File: config.mk
export PLATFORM = sky130hd
export DESIGN_NAME = spdif_status_mon
export DESIGN_NICKNAME = d
export VERILOG_FILES = /design/src/rtl/spdif_mon_pkg.sv /design/src/rtl/spdif_cs_assembler.sv /design/src/rtl/spdif_frame_conceal.sv /design/src/rtl/spdif_irq_ctrl.sv /design/src/rtl/spdif_status_mon.sv
export SDC_FILE = /design/constraint.sdc
export NUM_CORES = 1
export LEC_CHECK = 0
export ABC_AREA = 0
export BUFFER_PORTS_ARGS = -buffer_cell sky130_fd_sc_hd__buf_2
export CORE_ASPECT_RATIO = 0.6
export CORE_MARGIN = 2
export CORE_UTILIZATION = 62
export DETAILED_ROUTE_END_ITERATION = 10
export MAX_ROUTING_LAYER = met4
export PLACE_DENSITY_LB_ADDON = 0.05
export SETUP_SLACK_MARGIN = 0.4
export SLEW_MARGIN = 15
export SYNTH_ARGS = -nofsm -noshare
export SYNTH_HDL_FRONTEND = slang
export SYNTH_HIERARCHICAL = 1
export SYNTH_SLANG_ARGS = --single-unit
File: constraint.sdc
create_clock -name clk -period 4.44 [get_ports clk]
set_input_delay 0.888 -clock clk [delete_from_list [all_inputs] [get_ports clk]]
set_output_delay 0.888 -clock clk [all_outputs]
set_load 0.01 [all_outputs]
File: src/rtl/spdif_mon_pkg.sv
`timescale 1ns/1ps
package spdif_mon_pkg;
  localparam int NFLAGS      = 8;
  localparam int CS_USED     = 40;
  localparam int FLG_UNLOCK  = 0;
  localparam int FLG_INVALID = 1;
  localparam int FLG_TERR    = 2;
  localparam int FLG_NONAUD  = 3;
  localparam int FLG_COPY    = 4;
  localparam int FLG_DEEMPH  = 5;
  localparam int FLG_CSUPD   = 6;
  localparam int FLG_RATE    = 7;
endpackage

File: src/rtl/spdif_cs_assembler.sv
`timescale 1ns/1ps
module spdif_cs_assembler #(
  parameter int CS_BITS = spdif_mon_pkg::CS_USED
) (
  input  logic               clk,
  input  logic               rst_n,
  input  logic               sf_valid,
  input  logic               sf_chan,
  input  logic               sf_c,
  input  logic               sf_blk_start,
  output logic [CS_BITS-1:0] cs_block,
  output logic               upd_evt,
  output logic               nonaud_evt,
  output logic               copy_evt,
  output logic               deemph_evt
);
  localparam int CW = $clog2(CS_BITS + 1);
  localparam logic [CW-1:0] FULL = CW'(CS_BITS);
  localparam logic [CW-1:0] LAST = CW'(CS_BITS - 1);

  logic [CW-1:0]      cnt_q, cnt_d;
  logic [CS_BITS-1:0] sh_q, sh_d, blk_q, blk_d;
  logic               take, done;

  always_comb begin
    take       = sf_valid && !sf_chan;
    cnt_d      = cnt_q;
    sh_d       = sh_q;
    blk_d      = blk_q;
    done       = 1'b0;
    upd_evt    = 1'b0;
    nonaud_evt = 1'b0;
    copy_evt   = 1'b0;
    deemph_evt = 1'b0;
    if (take) begin
      if (sf_blk_start) begin
        sh_d    = '0;
        sh_d[0] = sf_c;
        cnt_d   = CW'(1);
      end else if (cnt_q < FULL) begin
        sh_d[cnt_q] = sf_c;
        cnt_d       = cnt_q + 1'b1;
        done        = (cnt_q == LAST);
      end
    end
    if (done) begin
      blk_d      = sh_d;
      upd_evt    = (sh_d != blk_q);
      nonaud_evt = (sh_d[1] != blk_q[1]);
      copy_evt   = (sh_d[2] != blk_q[2]);
      deemph_evt = (sh_d[3] != blk_q[3]);
    end
  end

  always_ff @(posedge clk or negedge rst_n) begin
    if (!rst_n) begin
      cnt_q <= FULL;
      sh_q  <= '0;
      blk_q <= '0;
    end else begin
      if (take) begin
        cnt_q <= cnt_d;
        sh_q  <= sh_d;
      end
      if (done) blk_q <= blk_d;
    end
  end

  assign cs_block = blk_q;

  AST_CNT_RANGE: assert property (@(posedge clk) disable iff (!rst_n)
    cnt_q <= FULL);
  AST_UPD_CHANGES_BLOCK: assert property (@(posedge clk) disable iff (!rst_n)
    upd_evt |=> (cs_block != $past(cs_block)));
  AST_NO_UPD_SAME: assert property (@(posedge clk) disable iff (!rst_n)
    (!upd_evt) |=> (cs_block == $past(cs_block)));
endmodule

File: src/rtl/spdif_frame_conceal.sv
`timescale 1ns/1ps
module spdif_frame_conceal #(
  parameter int DW = 24
) (
  input  logic          clk,
  input  logic          rst_n,
  input  logic          sf_valid,
  input  logic          sf_chan,
  input  logic [DW-1:0] sf_audio,
  input  logic          sf_v,
  input  logic          sf_par_err,
  input  logic          sel_invalid,
  input  logic          sel_terr,
  input  logic          fill_last,
  output logic          out_valid,
  output logic [DW-1:0] out_left,
  output logic [DW-1:0] out_right
);
  logic          pend_q, pend_d, lbad_q, lbad_d;
  logic [DW-1:0] lbuf_q, lbuf_d, gl_q, gl_d, gr_q, gr_d, ol_d, or_d;
  logic          ov_d, sub_bad, acc_l, acc_r, frame_bad;

  always_comb begin
    sub_bad   = (sf_v && sel_invalid) || (sf_par_err && sel_terr);
    acc_l     = sf_valid && !sf_chan;
    acc_r     = sf_valid && sf_chan && pend_q;
    frame_bad = lbad_q || sub_bad;
    pend_d    = pend_q;
    lbad_d    = lbad_q;
    lbuf_d    = lbuf_q;
    gl_d      = gl_q;
    gr_d      = gr_q;
    ov_d      = 1'b0;
    ol_d      = out_left;
    or_d      = out_right;
    if (acc_l) begin
      pend_d = 1'b1;
      lbuf_d = sf_audio;
      lbad_d = sub_bad;
    end
    if (acc_r) begin
      pend_d = 1'b0;
      ov_d   = 1'b1;
      if (frame_bad) begin
        ol_d = fill_last ? gl_q : '0;
        or_d = fill_last ? gr_q : '0;
      end else begin
        ol_d = lbuf_q;
        or_d = sf_audio;
        gl_d = lbuf_q;
        gr_d = sf_audio;
      end
    end
  end

  always_ff @(posedge clk or negedge rst_n) begin
    if (!rst_n) begin
      pend_q    <= 1'b0;
      lbad_q    <= 1'b0;
      lbuf_q    <= '0;
      gl_q      <= '0;
      gr_q      <= '0;
      out_valid <= 1'b0;
      out_left  <= '0;
      out_right <= '0;
    end else begin
      out_valid <= ov_d;
      if (acc_l || acc_r) begin
        pend_q <= pend_d;
        lbad_q <= lbad_d;
        lbuf_q <= lbuf_d;
      end
      if (acc_r) begin
        gl_q      <= gl_d;
        gr_q      <= gr_d;
        out_left  <= ol_d;
        out_right <= or_d;
      end
    end
  end

  AST_OUT_AFTER_RIGHT: assert property (@(posedge clk) disable iff (!rst_n)
    out_valid |-> $past(sf_valid && sf_chan));
  AST_ZERO_FILL: assert property (@(posedge clk) disable iff (!rst_n)
    (acc_r && frame_bad && !fill_last) |=> (out_left == '0 && out_right == '0));
  AST_CLEAN_PASS: assert property (@(posedge clk) disable iff (!rst_n)
    (acc_r && !frame_bad) |=> (out_right == $past(sf_audio)));
endmodule

File: src/rtl/spdif_irq_ctrl.sv
`timescale 1ns/1ps
module spdif_irq_ctrl #(
  parameter int NF = spdif_mon_pkg::NFLAGS
) (
  input  logic          clk,
  input  logic          rst_n,
  input  logic [NF-1:0] ev,
  input  logic [NF-1:0] sel,
  input  logic          rd,
  output logic [NF-1:0] stat,
  output logic          int_n
);
  logic [NF-1:0] stat_d, hit;

  always_comb begin
    hit    = ev & sel;
    stat_d = (rd ? '0 : stat) | hit;
  end

  always_ff @(posedge clk or negedge rst_n) begin
    if (!rst_n) stat <= '0;
    else        stat <= stat_d;
  end

  assign int_n = ~(|stat);

  AST_LATCH_HOLDS: assert property (@(posedge clk) disable iff (!rst_n)
    !rd |=> ((stat & $past(stat)) == $past(stat)));
  AST_READ_CLEARS: assert property (@(posedge clk) disable iff (!rst_n)
    (rd && hit == '0) |=> (stat == '0));
  AST_NO_UNSEL_SET: assert property (@(posedge clk) disable iff (!rst_n)
    rd |=> ((stat & ~$past(sel)) == '0));
endmodule

File: src/rtl/spdif_status_mon.sv
`timescale 1ns/1ps
module spdif_status_mon #(
  parameter int DW      = 24,
  parameter int CS_BITS = spdif_mon_pkg::CS_USED,
  parameter int NF      = spdif_mon_pkg::NFLAGS
) (
  input  logic               clk,
  input  logic               rst_n,
  input  logic               sf_valid,
  input  logic               sf_chan,
  input  logic [DW-1:0]      sf_audio,
  input  logic               sf_v,
  input  logic               sf_c,
  input  logic               sf_blk_start,
  input  logic               sf_par_err,
  input  logic               lock_lost,
  input  logic               rate_evt,
  input  logic [NF-1:0]      flag_sel,
  input  logic               fill_last,
  input  logic               stat_rd,
  output logic               out_valid,
  output logic [DW-1:0]      out_left,
  output logic [DW-1:0]      out_right,
  output logic               int_n,
  output logic [NF-1:0]      int_stat,
  output logic [CS_BITS-1:0] cs_block,
  output logic               cs_nonaudio,
  output logic               cs_copy_ok,
  output logic               cs_preemph,
  output logic [7:0]         cs_category,
  output logic [3:0]         cs_source,
  output logic [3:0]         cs_chnum,
  output logic               cs_maxwl,
  output logic [2:0]         cs_wordlen
);
  import spdif_mon_pkg::*;

  logic          lock_q;
  logic          upd_evt, nonaud_evt, copy_evt, deemph_evt;
  logic [NF-1:0] ev;

  always_ff @(posedge clk or negedge rst_n) begin
    if (!rst_n) lock_q <= 1'b0;
    else        lock_q <= lock_lost;
  end

  spdif_cs_assembler #(.CS_BITS(CS_BITS)) u_cs (
    .clk(clk), .rst_n(rst_n), .sf_valid(sf_valid), .sf_chan(sf_chan),
    .sf_c(sf_c), .sf_blk_start(sf_blk_start), .cs_block(cs_block),
    .upd_evt(upd_evt), .nonaud_evt(nonaud_evt), .copy_evt(copy_evt),
    .deemph_evt(deemph_evt)
  );

  spdif_frame_conceal #(.DW(DW)) u_fill (
    .clk(clk), .rst_n(rst_n), .sf_valid(sf_valid), .sf_chan(sf_chan),
    .sf_audio(sf_audio), .sf_v(sf_v), .sf_par_err(sf_par_err),
    .sel_invalid(flag_sel[FLG_INVALID]), .sel_terr(flag_sel[FLG_TERR]),
    .fill_last(fill_last), .out_valid(out_valid), .out_left(out_left),
    .out_right(out_right)
  );

  always_comb begin
    ev              = '0;
    ev[FLG_UNLOCK]  = lock_lost ^ lock_q;
    ev[FLG_INVALID] = sf_valid && sf_v;
    ev[FLG_TERR]    = sf_valid && sf_par_err;
    ev[FLG_NONAUD]  = nonaud_evt;
    ev[FLG_COPY]    = copy_evt;
    ev[FLG_DEEMPH]  = deemph_evt;
    ev[FLG_CSUPD]   = upd_evt;
    ev[FLG_RATE]    = rate_evt;
  end

  spdif_irq_ctrl #(.NF(NF)) u_irq (
    .clk(clk), .rst_n(rst_n), .ev(ev), .sel(flag_sel), .rd(stat_rd),
    .stat(int_stat), .int_n(int_n)
  );

  assign cs_nonaudio = cs_block[1];
  assign cs_copy_ok  = cs_block[2];
  assign cs_preemph  = cs_block[3];
  assign cs_category = cs_block[15:8];
  assign cs_source   = cs_block[19:16];
  assign cs_chnum    = cs_block[23:20];
  assign cs_maxwl    = cs_block[32];
  assign cs_wordlen  = cs_block[35:33];

  AST_INT_LOW_HOLDS: assert property (@(posedge clk) disable iff (!rst_n)
    (!int_n && !stat_rd) |=> !int_n);
  AST_UNLOCK_EDGE: assert property (@(posedge clk) disable iff (!rst_n)
    (lock_lost != lock_q && flag_sel[FLG_UNLOCK]) |=> int_stat[FLG_UNLOCK]);
endmodule

==> results_dict.tcl, run 1 <==
set metrics [dict create \
    rows 37 \
    status "finished clean" \
    die_x_um 176.2 \
    p_int_mw 3.927 \
    grt_pass1_vias 8704 \
    place.gp.congestion 0.9760 \
    gr-total-overflow 0 \
    clock.fmax_mhz 290.5 \
    skew_ps 14.26 \
    cts_setup_buffers 0 \
    avgRoutedWirePerCell_um 21.12 \
    syn-num-nets 1154 \
    seq_area_frac_synth_pct 49.49 \
    cts_root_buffer "clkbuf_16" \
    cts_resized 0 \
    hpwl_mm 20.91 \
    firstDrtPassIters 5 \
    wirelength_mm 30.87 \
    clock_power_share_pct 32.4 \
    drive_above_1_share_pct 21.34 \
    hold_viol_final 0 \
    post-route-min-period_ps 3442 \
    ant_nets 0 \
    tritoncts "done" \
    drtIter0Drc 1331 \
    clock_sinks 218 \
    numCtsBuffers 21 \
    clkLatencyLatePin_ps 500 \
    grt_pass1_wl_mm 48.83 \
    num-fill-cells 1329 \
    vias_per_cell 6.507 \
    async_flop_share_pct 100.0 \
    diodes 0 \
    max_slew.worst_pin.slew_ps 989.3 \
    share_seq_of_total_power_pct 47.4 \
    combPwrFrac_pct 20.2 \
    die_area_um2 18910 \
    antenna_found_initial 0 \
    io_pins 165 \
    tns_ps 0 \
    vias 9513 \
    r2r_end "u_irq/stat[6]" \
    p_leak_nw 5.850 \
    core_area_um2 17270 \
    rsz0062_at_grt "no" \
    arrival_ps 3830 \
    area_growth_pct 13.25 \
    setup_violations 0 \
    yosysUniqueCellTypes 73 \
    swShare_pct 30.02 \
    path_max_fanout 16 \
    die_h_um 107.3 \
    r2r_setup_slack_ps 1000 \
    switchingPower_mw 1.685 \
    r2r_start "u_cs/cnt_q[4]" \
    fin_area_um2 12490 \
    syn-instance-count 1109 \
    vdd_ir_drop_max_mv 0.2849 \
    hold_path_class "primary input to async pin" \
    reg2reg_depth 9 \
    max_slew_margin_pct 33.90 \
    timing.final.crit_share_pct 77.53 \
    grt_usage_pct 33.95 \
    io_buffer_count 164 \
    synth_seq_cells 218 \
    fin_nets 1259 \
    drv_cap 0 \
    grt_max_degree 113 \
    drcViolationCount 0 \
    postPlaceCellArea_um2 11800 \
    clockBufferDepth 3 \
    worstSetupPathType "flop to flop" \
    required_ps 4830 \
    start_util_pct 63.86 \
    slew_viol_final 0 \
    yosysWarnings 6 \
    cp-start-kind "flop" \
    synth_area_per_cell_um2 9.944 \
    netlist_area_um2 11030 \
    clk_pin_slew_ps 70 \
    synth_edf_count 0 \
    endpoint_kind "flop" \
    h-tree-depth 1 \
    postCtsHoldBufs 0 \
    power_density_nw_per_um2 449.4 \
    synth_flop_cell "dfrtp_1" \
]
-- stage by stage --
step | total power, mW | setup WS (ps) | util [%] | hold slack [ps] | std cells
5_1_grt | 5.865 | 733.6 | 72.33 | 497.3 | 1462
4_1_cts | 5.610 | 1262 | 72.33 | 488.4 | 1462
6_report | 5.613 | 997.7 | 72.33 | 436.6 | 1462
3_3_place_gp | 3.749 | 861.9 | 68.33 | 466.7 | 1425
2_1_floorplan | 3.353 | 1543 | - | 458.0 | 1109
3_5_place_dp | 3.792 | 823.8 | 68.33 | 475.0 | 1425
-- cell usage in the layout (no fill, tap or decap), drive strengths merged, types with 4 or more instances in the layout --
master / instances
a211oi: 4
a21o: 4
a21oi: 25
a221o: 49
a22oi: 7
a31oi: 10
a41oi: 5
and2: 12
and3: 7
and3b: 6
buf: 190
clkbuf: 27
clkinv: 5
dfrtp: 216
inv: 34
mux2: 73
mux2i: 8
nand2: 184
nand2b: 11
nand3: 29
nand3b: 7
nand4: 15
nor2: 22
nor2b: 7
nor3: 66
nor3b: 6
nor4: 8
o2111ai: 8
o211a: 6
o211ai: 16
o21ai: 63
o311ai: 6
o31ai: 10
or2: 4
or3: 8
or3b: 7
or4: 9
xnor2: 9
-- layout make-up --
class	count	area, um^2	area share [%]
Tap cell	234	292.8	2.344
Clock inverter	10	112.6	0.9016
Inverter	33	123.9	0.9918
Timing Repair Buffer	190	1039	8.315
Clock buffer	27	578.1	4.628
Multi-Input combinational cell	750	4886	39.12
Sequential cell	218	5458	43.70
-- state kept, by name, indices dropped and copies added, names as in the netlist --
name              count
lock_q                1
u_cs/cs_block        40
u_fill/lbad_q         1
u_cs/cnt_q            6
u_fill/out_left      24
u_irq/stat            8
u_fill/out_valid      1
u_fill/gr_q          24
u_fill/pend_q         1
u_fill/gl_q          24
u_fill/out_right     24
u_cs/sh_q            40
u_fill/lbuf_q        24
-- synthesized netlist by cell type (9+ instances only) --
cell type,count,area [um^2]
a21oi_1,25,125.1
a221o_1,49,490.5
a31oi_1,10,62.56
and2_1,12,75.07
buf_2,18,90.09
buf_4,29,217.7
clkbuf_1,47,176.4
dfrtp_1,216,5405
inv_1,32,120.1
mux2_1,55,619.3
mux2_2,18,202.7
nand2_1,184,690.7
nand2b_1,11,68.82
nand3_1,28,140.1
nand4_1,15,93.84
nor2_1,22,82.58
nor3_1,65,325.3
o211ai_1,16,120.1
o21ai_0,62,310.3
o31ai_1,10,75.07
or4_1,9,67.56
xnor2_1,9,78.83
-- how the worst max path moves through the flow --
stage / to / startpoint / slack [ps]
6_report: u_irq/stat[6] / u_cs/cnt_q[4] / 1000
3_3_place_gp: u_irq/stat[6] / sf_chan / 860
5_1_grt: u_irq/stat[6] / u_cs/cnt_q[4] / 730
4_1_cts: u_irq/stat[6] / u_cs/cnt_q[4] / 1260
2_1_floorplan: u_irq/stat[6] / sf_blk_start / 1540
3_5_place_dp: u_irq/stat[6] / sf_chan / 820
-- kinds of logic (layout without fill, tap and decap cells) --
logic type | Yosys count | count (layout) | synth area share (%)
simple gates | 414 | 414 | 18.63
compound gates | 244 | 244 | 16.33
mux | 81 | 81 | 8.180
xor+xnor | 10 | 10 | 0.7942
flops | 218 | 218 | 49.49
buf+inv | 141 | 260 | 6.467
fa+ha+maj | 1 | 1 | 0.1134
-- critical path, cell delays in order, from the launching register on --
cell and delay [ps]:
dfrtp_1 630, nand3b_1 650, o21ai_0 550, a211oi_1 190, a2111oi_0 410, nand4_1 290
nor4_1 330, a31oi_1 120, nand2_1 80, o21ai_0 70
-- power groups by stage --
| stage | Clock (mW) | Combinational (mW) | Sequential, mW |
|---|---|---|---|
| after floorplan | 0 | 0.703 | 2.65 |
| after global placement | 0 | 1.09 | 2.66 |
| after detailed placement | 0 | 1.11 | 2.68 |
| after CTS | 1.84 | 1.12 | 2.65 |
| after global routing | 1.92 | 1.24 | 2.71 |
| final | 1.82 | 1.13 | 2.66 |
-- layer usage --
layer / track usage, % / wire length [um]
met1: 53.49 / 14260
met2: 44.20 / 12380
met3: 8.545 / 3813
met4: 6.080 / 419
met5: - / 0
Note: power is estimated with default switching activity, not from simulation.
==> inputs of run 2 (changes only) <==
- ABC_AREA: 0 -> 1
- CORE_UTILIZATION: 62 -> 52
- clock period: 4.44 -> 3 ns (I/O delays scaled with it)
==> results_dict.tcl, run 2 <==
set metrics [dict create \
    clock_power_share_pct 34.4 \
    max_slew_margin_pct 60.26 \
    area_growth_pct 16.88 \
    arrival_ps 2780 \
    cp_slowest_cell "dfstp_2" \
    grt_usage_pct 28.19 \
    rsz0062_at_grt "no" \
    postCtsHoldBufs 0 \
    cts_root_buffer "clkbuf_16" \
    die_h_um 116.0 \
    ys_top_cells_by_area "dfrtp_1, nand2_1, nand3_1" \
    topRoutingLayerUsed "met4" \
    syn-instance-count 1459 \
    slew_viol_final 0 \
    grt_max_degree 85 \
    power_density_nw_per_um2 635.2 \
    drv_cap 0 \
    synth_top_family_by_area "simple AND/OR/NAND/NOR gates" \
    ant_nets 0 \
    endpoint_kind "flop" \
    io_pins 165 \
    hold_viol_final 0 \
    vias_per_cell 5.164 \
    vdd_ir_drop_max_mv 0.4831 \
    syn-num-nets 1504 \
    timing.hold.ws_ps 57.80 \
    setup_violations 0 \
    timing.final.crit_share_pct 80.17 \
    seq_area_frac_synth_pct 50.19 \
    yosysTopAreaCellShare_pct 49.71 \
    diodes 0 \
    numCtsBuffers 22 \
    vias 9713 \
    swShare_pct 30.16 \
    combPwrFrac_pct 19.7 \
    skew_ps 12.80 \
    path_cells "nand2_2 > nor2_4 > buf_12 > nand3_1 > nand3_1 > nand2_2 > nand2_1 > nand2_1 > nor2_1 > nand2_1 > nor2_2 > nand3_2 > nor2_2 > nor2_1 > nand2_1 > o21ai_0" \
    synth_edf_count 0 \
    yosysWarnings 6 \
    synth_seq_cells 218 \
    tritoncts "done" \
    die_area_um2 22120 \
    clock_sinks 218 \
    cp_top_family "simple AND/OR/NAND/NOR gates" \
    avgRoutedWirePerCell_um 15.72 \
    path_max_fanout 8 \
    synthAdderAreaFrac_pct 0.1151 \
    path_buf_inv 1 \
    clkLatencyLatePin_ps 500 \
    fin_nets 1639 \
    place.gp.congestion 0.9418 \
    cpMostUsedCell "nand2_1" \
    required_ps 3370 \
    h-tree-depth 1 \
    antenna_found_initial 0 \
    hold_path_class "primary input to async pin" \
    wl_met2_mm 11.45 \
    dp_cells 1831 \
    io_buffer_count 164 \
    final_cell_mix "nand2_1, dfrtp_1, buf_2" \
    clock.fmax_mhz 415.8 \
    drcViolationCount 0 \
    wirelength_mm 29.57 \
    synth_most_common_cell "nand2_1" \
    die_x_um 190.7 \
    share_seq_of_total_power_pct 45.8 \
    drive_above_1_share_pct 17.97 \
    firstDrtPassIters 5 \
    synthSimpleGateAreaFrac_pct 31.75 \
    synth_mux_area_share_pct 0 \
    synth_flop_cell "dfrtp_1" \
    async_flop_share_pct 100.0 \
    synth_commonest_cells "nand2_1, dfrtp_1, inv_1, nand3_1, nor2_1" \
    grt_pass1_wl_mm 47.25 \
    final_common_cell "nand2_1" \
    route.met3.wl_mm 2.817 \
    clk_pin_slew_ps 60 \
    cpPeakStageDelay_ps 660 \
    yosysTopAreaCell "dfrtp_1" \
    grt_pass1_vias 8737 \
    drtIter0Drc 938 \
    synth_xor_area_share_pct 0 \
    clockBufferDepth 3 \
    p_int_mw 5.638 \
    p_leak_nw 6.928 \
    status "finished clean" \
    rows 40 \
    gr-total-overflow 0 \
    tns_ps 0 \
    synth_area_per_cell_um2 7.453 \
    start_util_pct 53.65 \
    m1WireLength_mm 14.98 \
    worstSetupPathType "flop to flop" \
    yosysUniqueCellTypes 29 \
    switchingPower_mw 2.435 \
    post-route-min-period_ps 2405 \
    hpwl_mm 19.84 \
    synth_compound_area_share_pct 7.836 \
    netlist_area_um2 10870 \
    core_area_um2 20270 \
    max_slew.worst_pin.slew_ps 596.1 \
    final_cells 1881 \
    cp-start-kind "flop" \
]
## run 2: cell types whose count changed in the layout (fill, tap and decap cells not counted), moves of 18 or more
cell	change
a21oi_1	+28
nor3_1	-64
mux2_2	-18
inv_1	+111
a221o_1	-49
nor2_1	+59
nand3_1	+103
mux2_1	-55
nand2_1	+407
## run 2: final cells by class
cell class	instances	area, um^2
clock buffer	33	643.1
fill	1933	7560
multi-input combinational	997	4400
tap	273	341.6
clock inverter	5	75.07
timing repair buffer	200	1205
sequential	218	5460
inverter	155	584.3
## run 2: cells by family (layout without fill, tap and decap cells)
family,after synthesis,count (layout)
compound gates,154,154
fa+ha+maj,1,1
buf+inv,244,393
flops,218,218
simple gates,842,842
## run 2: worst paths after layout
check | startpoint | endpoint | slack [ps] | depth (start not counted)
max reg2reg | u_cs/cnt_q[3] | u_irq/stat[6] | 590 | 16
min in group clk | lock_lost | lock_q | 240 | 1
max in group asynchronous | rst_n | u_fill/lbad_q | 2200 | 2
min | rst_n | u_fill/out_right[9] | 60 | 1
max | u_cs/cnt_q[3] | u_irq/stat[6] | 590 | 16
min reg2reg | u_fill/gl_q[20] | u_fill/gl_q[20] | 470 | 2
## run 2: metal layers
layer,up-vias,global-route usage [%]
li1,4803,-
met1,4535,45.60
met2,349,36.95
met3,26,4.997
met4,0,3.618
met5,-,-
## run 2: what timing repair did
item	4_1_cts	5_1_grt
gates resized for setup	0	25
endpoints found under the setup margin	0	1
setup buffers	0	12
endpoints found under the hold margin	0	0
## run 2: worst reg2reg max path, stage by stage, from the launching register on
cell and delay [ps]:
dfstp_2 660, nand2_2 100, nor2_4 210, buf_12 150
nand3_1 70, nand3_1 130, nand2_2 80, nand2_1 60
nand2_1 40, nor2_1 100, nand2_1 100, nor2_2 100
nand3_2 140, nor2_2 130, nor2_1 50, nand2_1 80
o21ai_0 80
## run 2: power by group through the flow
stage	logic (mW)	clock network (mW)	registers (mW)
2_1_floorplan	0.897	0	3.76
3_3_place_gp	1.49	0	3.73
3_5_place_dp	1.51	0	3.74
4_1_cts	1.52	2.83	3.69
5_1_grt	1.81	2.96	3.76
6_report	1.59	2.78	3.70
## run 2: through the flow
stage	utilization (%)	setup WS, ps	power, mW	cell area (um^2)
4_1_cts	61.73	469.6	8.042	12510
3_3_place_gp	58.19	482.4	5.213	11790
5_1_grt	62.70	369.7	8.526	12710
6_report	62.70	594.9	8.073	12710
3_5_place_dp	58.19	435.0	5.248	11790
2_1_floorplan	-	883.3	4.656	10870
==> inputs of run 3 (changes only) <==
- CORE_UTILIZATION: 52 -> 57
- clock period: 3 -> 2.28 ns (I/O delays scaled with it)
==> results_dict.tcl, run 3 (same netlist as run 2, synthesis figures left out) <==
set metrics [dict create \
    die_area_um2 20240 \
    hold_viol_final 0 \
    hpwl_mm 20.50 \
    worstSetupPathType "flop to flop" \
    skew_ps 14.77 \
    r2r_setup_slack_ps -10 \
    r2r_end "u_irq/stat[6]" \
    clock.fmax_mhz 435.8 \
    tritoncts "done" \
    io_buffer_count 164 \
    post-route-min-period_ps 2295 \
    h-tree-depth 1 \
    violations "negative setup slack" \
    vias_per_cell 5.280 \
    crit_start "u_cs/cnt_q[3]" \
    r2r_start "u_cs/cnt_q[3]" \
    drtIter0Drc 1030 \
    endpoint_kind "flop" \
    grt_pass1_wl_mm 48.23 \
    clkLatencyLatePin_ps 510 \
    fin_nets 1702 \
    ant_nets 0 \
    wirelength_mm 30.23 \
    fin_ws_ps -14.77 \
    grt_usage_pct 30.70 \
    max_slew_margin_pct 64.63 \
    drv_cap 0 \
    rows 39 \
    rsz0062_at_grt "yes" \
    path_max_fanout 6 \
    grt_max_degree 68 \
    area_growth_pct 23.91 \
    p_leak_nw 7.357 \
    cts_root_buffer "clkbuf_16" \
    vdd_ir_drop_max_mv 0.7306 \
    start_util_pct 57.73 \
    gr-total-overflow 0 \
    io_pins 165 \
    antenna_found_initial 0 \
    clk_pin_slew_ps 60 \
    critPathCapture "u_irq/stat[6]" \
    power_density_nw_per_um2 827.8 \
    place.gp.congestion 0.9181 \
    drive_above_1_share_pct 22.47 \
    arrival_ps 2680 \
    final_cell_mix "nand2_1, dfrtp_1, buf_2" \
    power_mw 11.15 \
    core_area_um2 18840 \
    reg2reg_depth 17 \
    status "finished with violations" \
    cp-start-kind "flop" \
    clockBufferDepth 3 \
    hold_path_class "primary input to flop" \
    die_x_um 182.3 \
    final_common_cell "nand2_1" \
    vias 10138 \
    drcViolationCount 0 \
    firstDrtPassIters 6 \
    avgRoutedWirePerCell_um 15.74 \
    die_h_um 111.0 \
    place_ws_ps -118.0 \
    numCtsBuffers 22 \
    required_ps 2660 \
    clock_sinks 218 \
    setup_violations 1 \
    grt_pass1_vias 9167 \
    timing.final.crit_share_pct 100.6 \
    max_slew.worst_pin.slew_ps 530.6 \
    slew_viol_final 0 \
    timing.hold.ws_ps 103.6 \
]
[run 3: cell types whose count changed in the layout (fill, tap and decap cells not counted), sizes merged]
cell,delta
clkinvlp,+1
clkbuf,-2
buf,+60
bufinv,+2
clkinv,+3
diode,+1
dlygate4sd3,+1
[run 3: final cells by class]
class	instances	area [um^2]
Tap cell	246	307.8
Antenna cell	1	2.502
Multi-Input combinational cell	997	4469
Inverter	155	586.8
Fill cell	1601	5361
Timing Repair Buffer	263	1839
Clock inverter	11	168.9
Clock buffer	29	638.1
Sequential cell	218	5461
[run 3: timing repair]
action / 4_1_cts / 5_1_grt
pin swaps: 4 / 19
hold endpoints to repair: 59 / 0
cloned: 0 / 2
resized for setup: 7 / 27
setup endpoints to repair: 42 / 42
buffers inserted: 4 / 4
hold buffers: 1 / 0
[run 3: layer usage]
layer	vias up	GRT usage, %	share of wire (%)	wire length (um)
met3	36	5.650	9.7	2925
met1	4727	48.95	49	14760
met5	-	-	0	0
met4	0	5.484	1.4	425
li1	4916	-	-	-
met2	459	40.94	40	12120
[run 3: critical path, cell delays in order (launching register included)]
cell,delay [ps]
dfstp_2,630
nand2_4,70
nor2_4,180
buf_12,170
nand3_2,70
nand3_2,80
buf_6,100
nand2_4,50
nand2_2,70
nand2_1,50
nor2_1,100
nand2_1,90
nor2_2,120
nand3_2,140
nor2_1,130
nor2_1,50
nand2_1,50
o21ai_1,50
[run 3: how the worst min path moves through the flow]
stage,startpoint,endpoint,cells after the start
floorplan,rst_n,lock_q,0
global placement,rst_n,u_cs/cs_block[20],1
detailed placement,rst_n,u_cs/cs_block[20],1
CTS,lock_lost,lock_q,1
global route,lock_lost,lock_q,1
finish,lock_lost,lock_q,1
[run 3: where the power goes]
| group | internal [mW] | total (mW) | switching, mW |
|---|---|---|---|
| clock | 2.43 | 4.01 | 1.57 |
| combinational | 0.927 | 2.30 | 1.38 |
| sequential | 4.48 | 4.85 | 0.369 |
| total | 7.84 | 11.2 | 3.32 |
[run 3: through the flow]
stage                     utilization [%]  setup TNS, ps  instances  cell area, um^2
after CTS                           70.53              0       1913            13290
after floorplan                         -              0       1459            10930
after global placement              65.85         -108.3       1868            12400
after detailed placement            65.85         -118.0       1868            12400
after global routing                71.52         -149.9       1919            13470
final                               71.54         -14.77       1920            13470
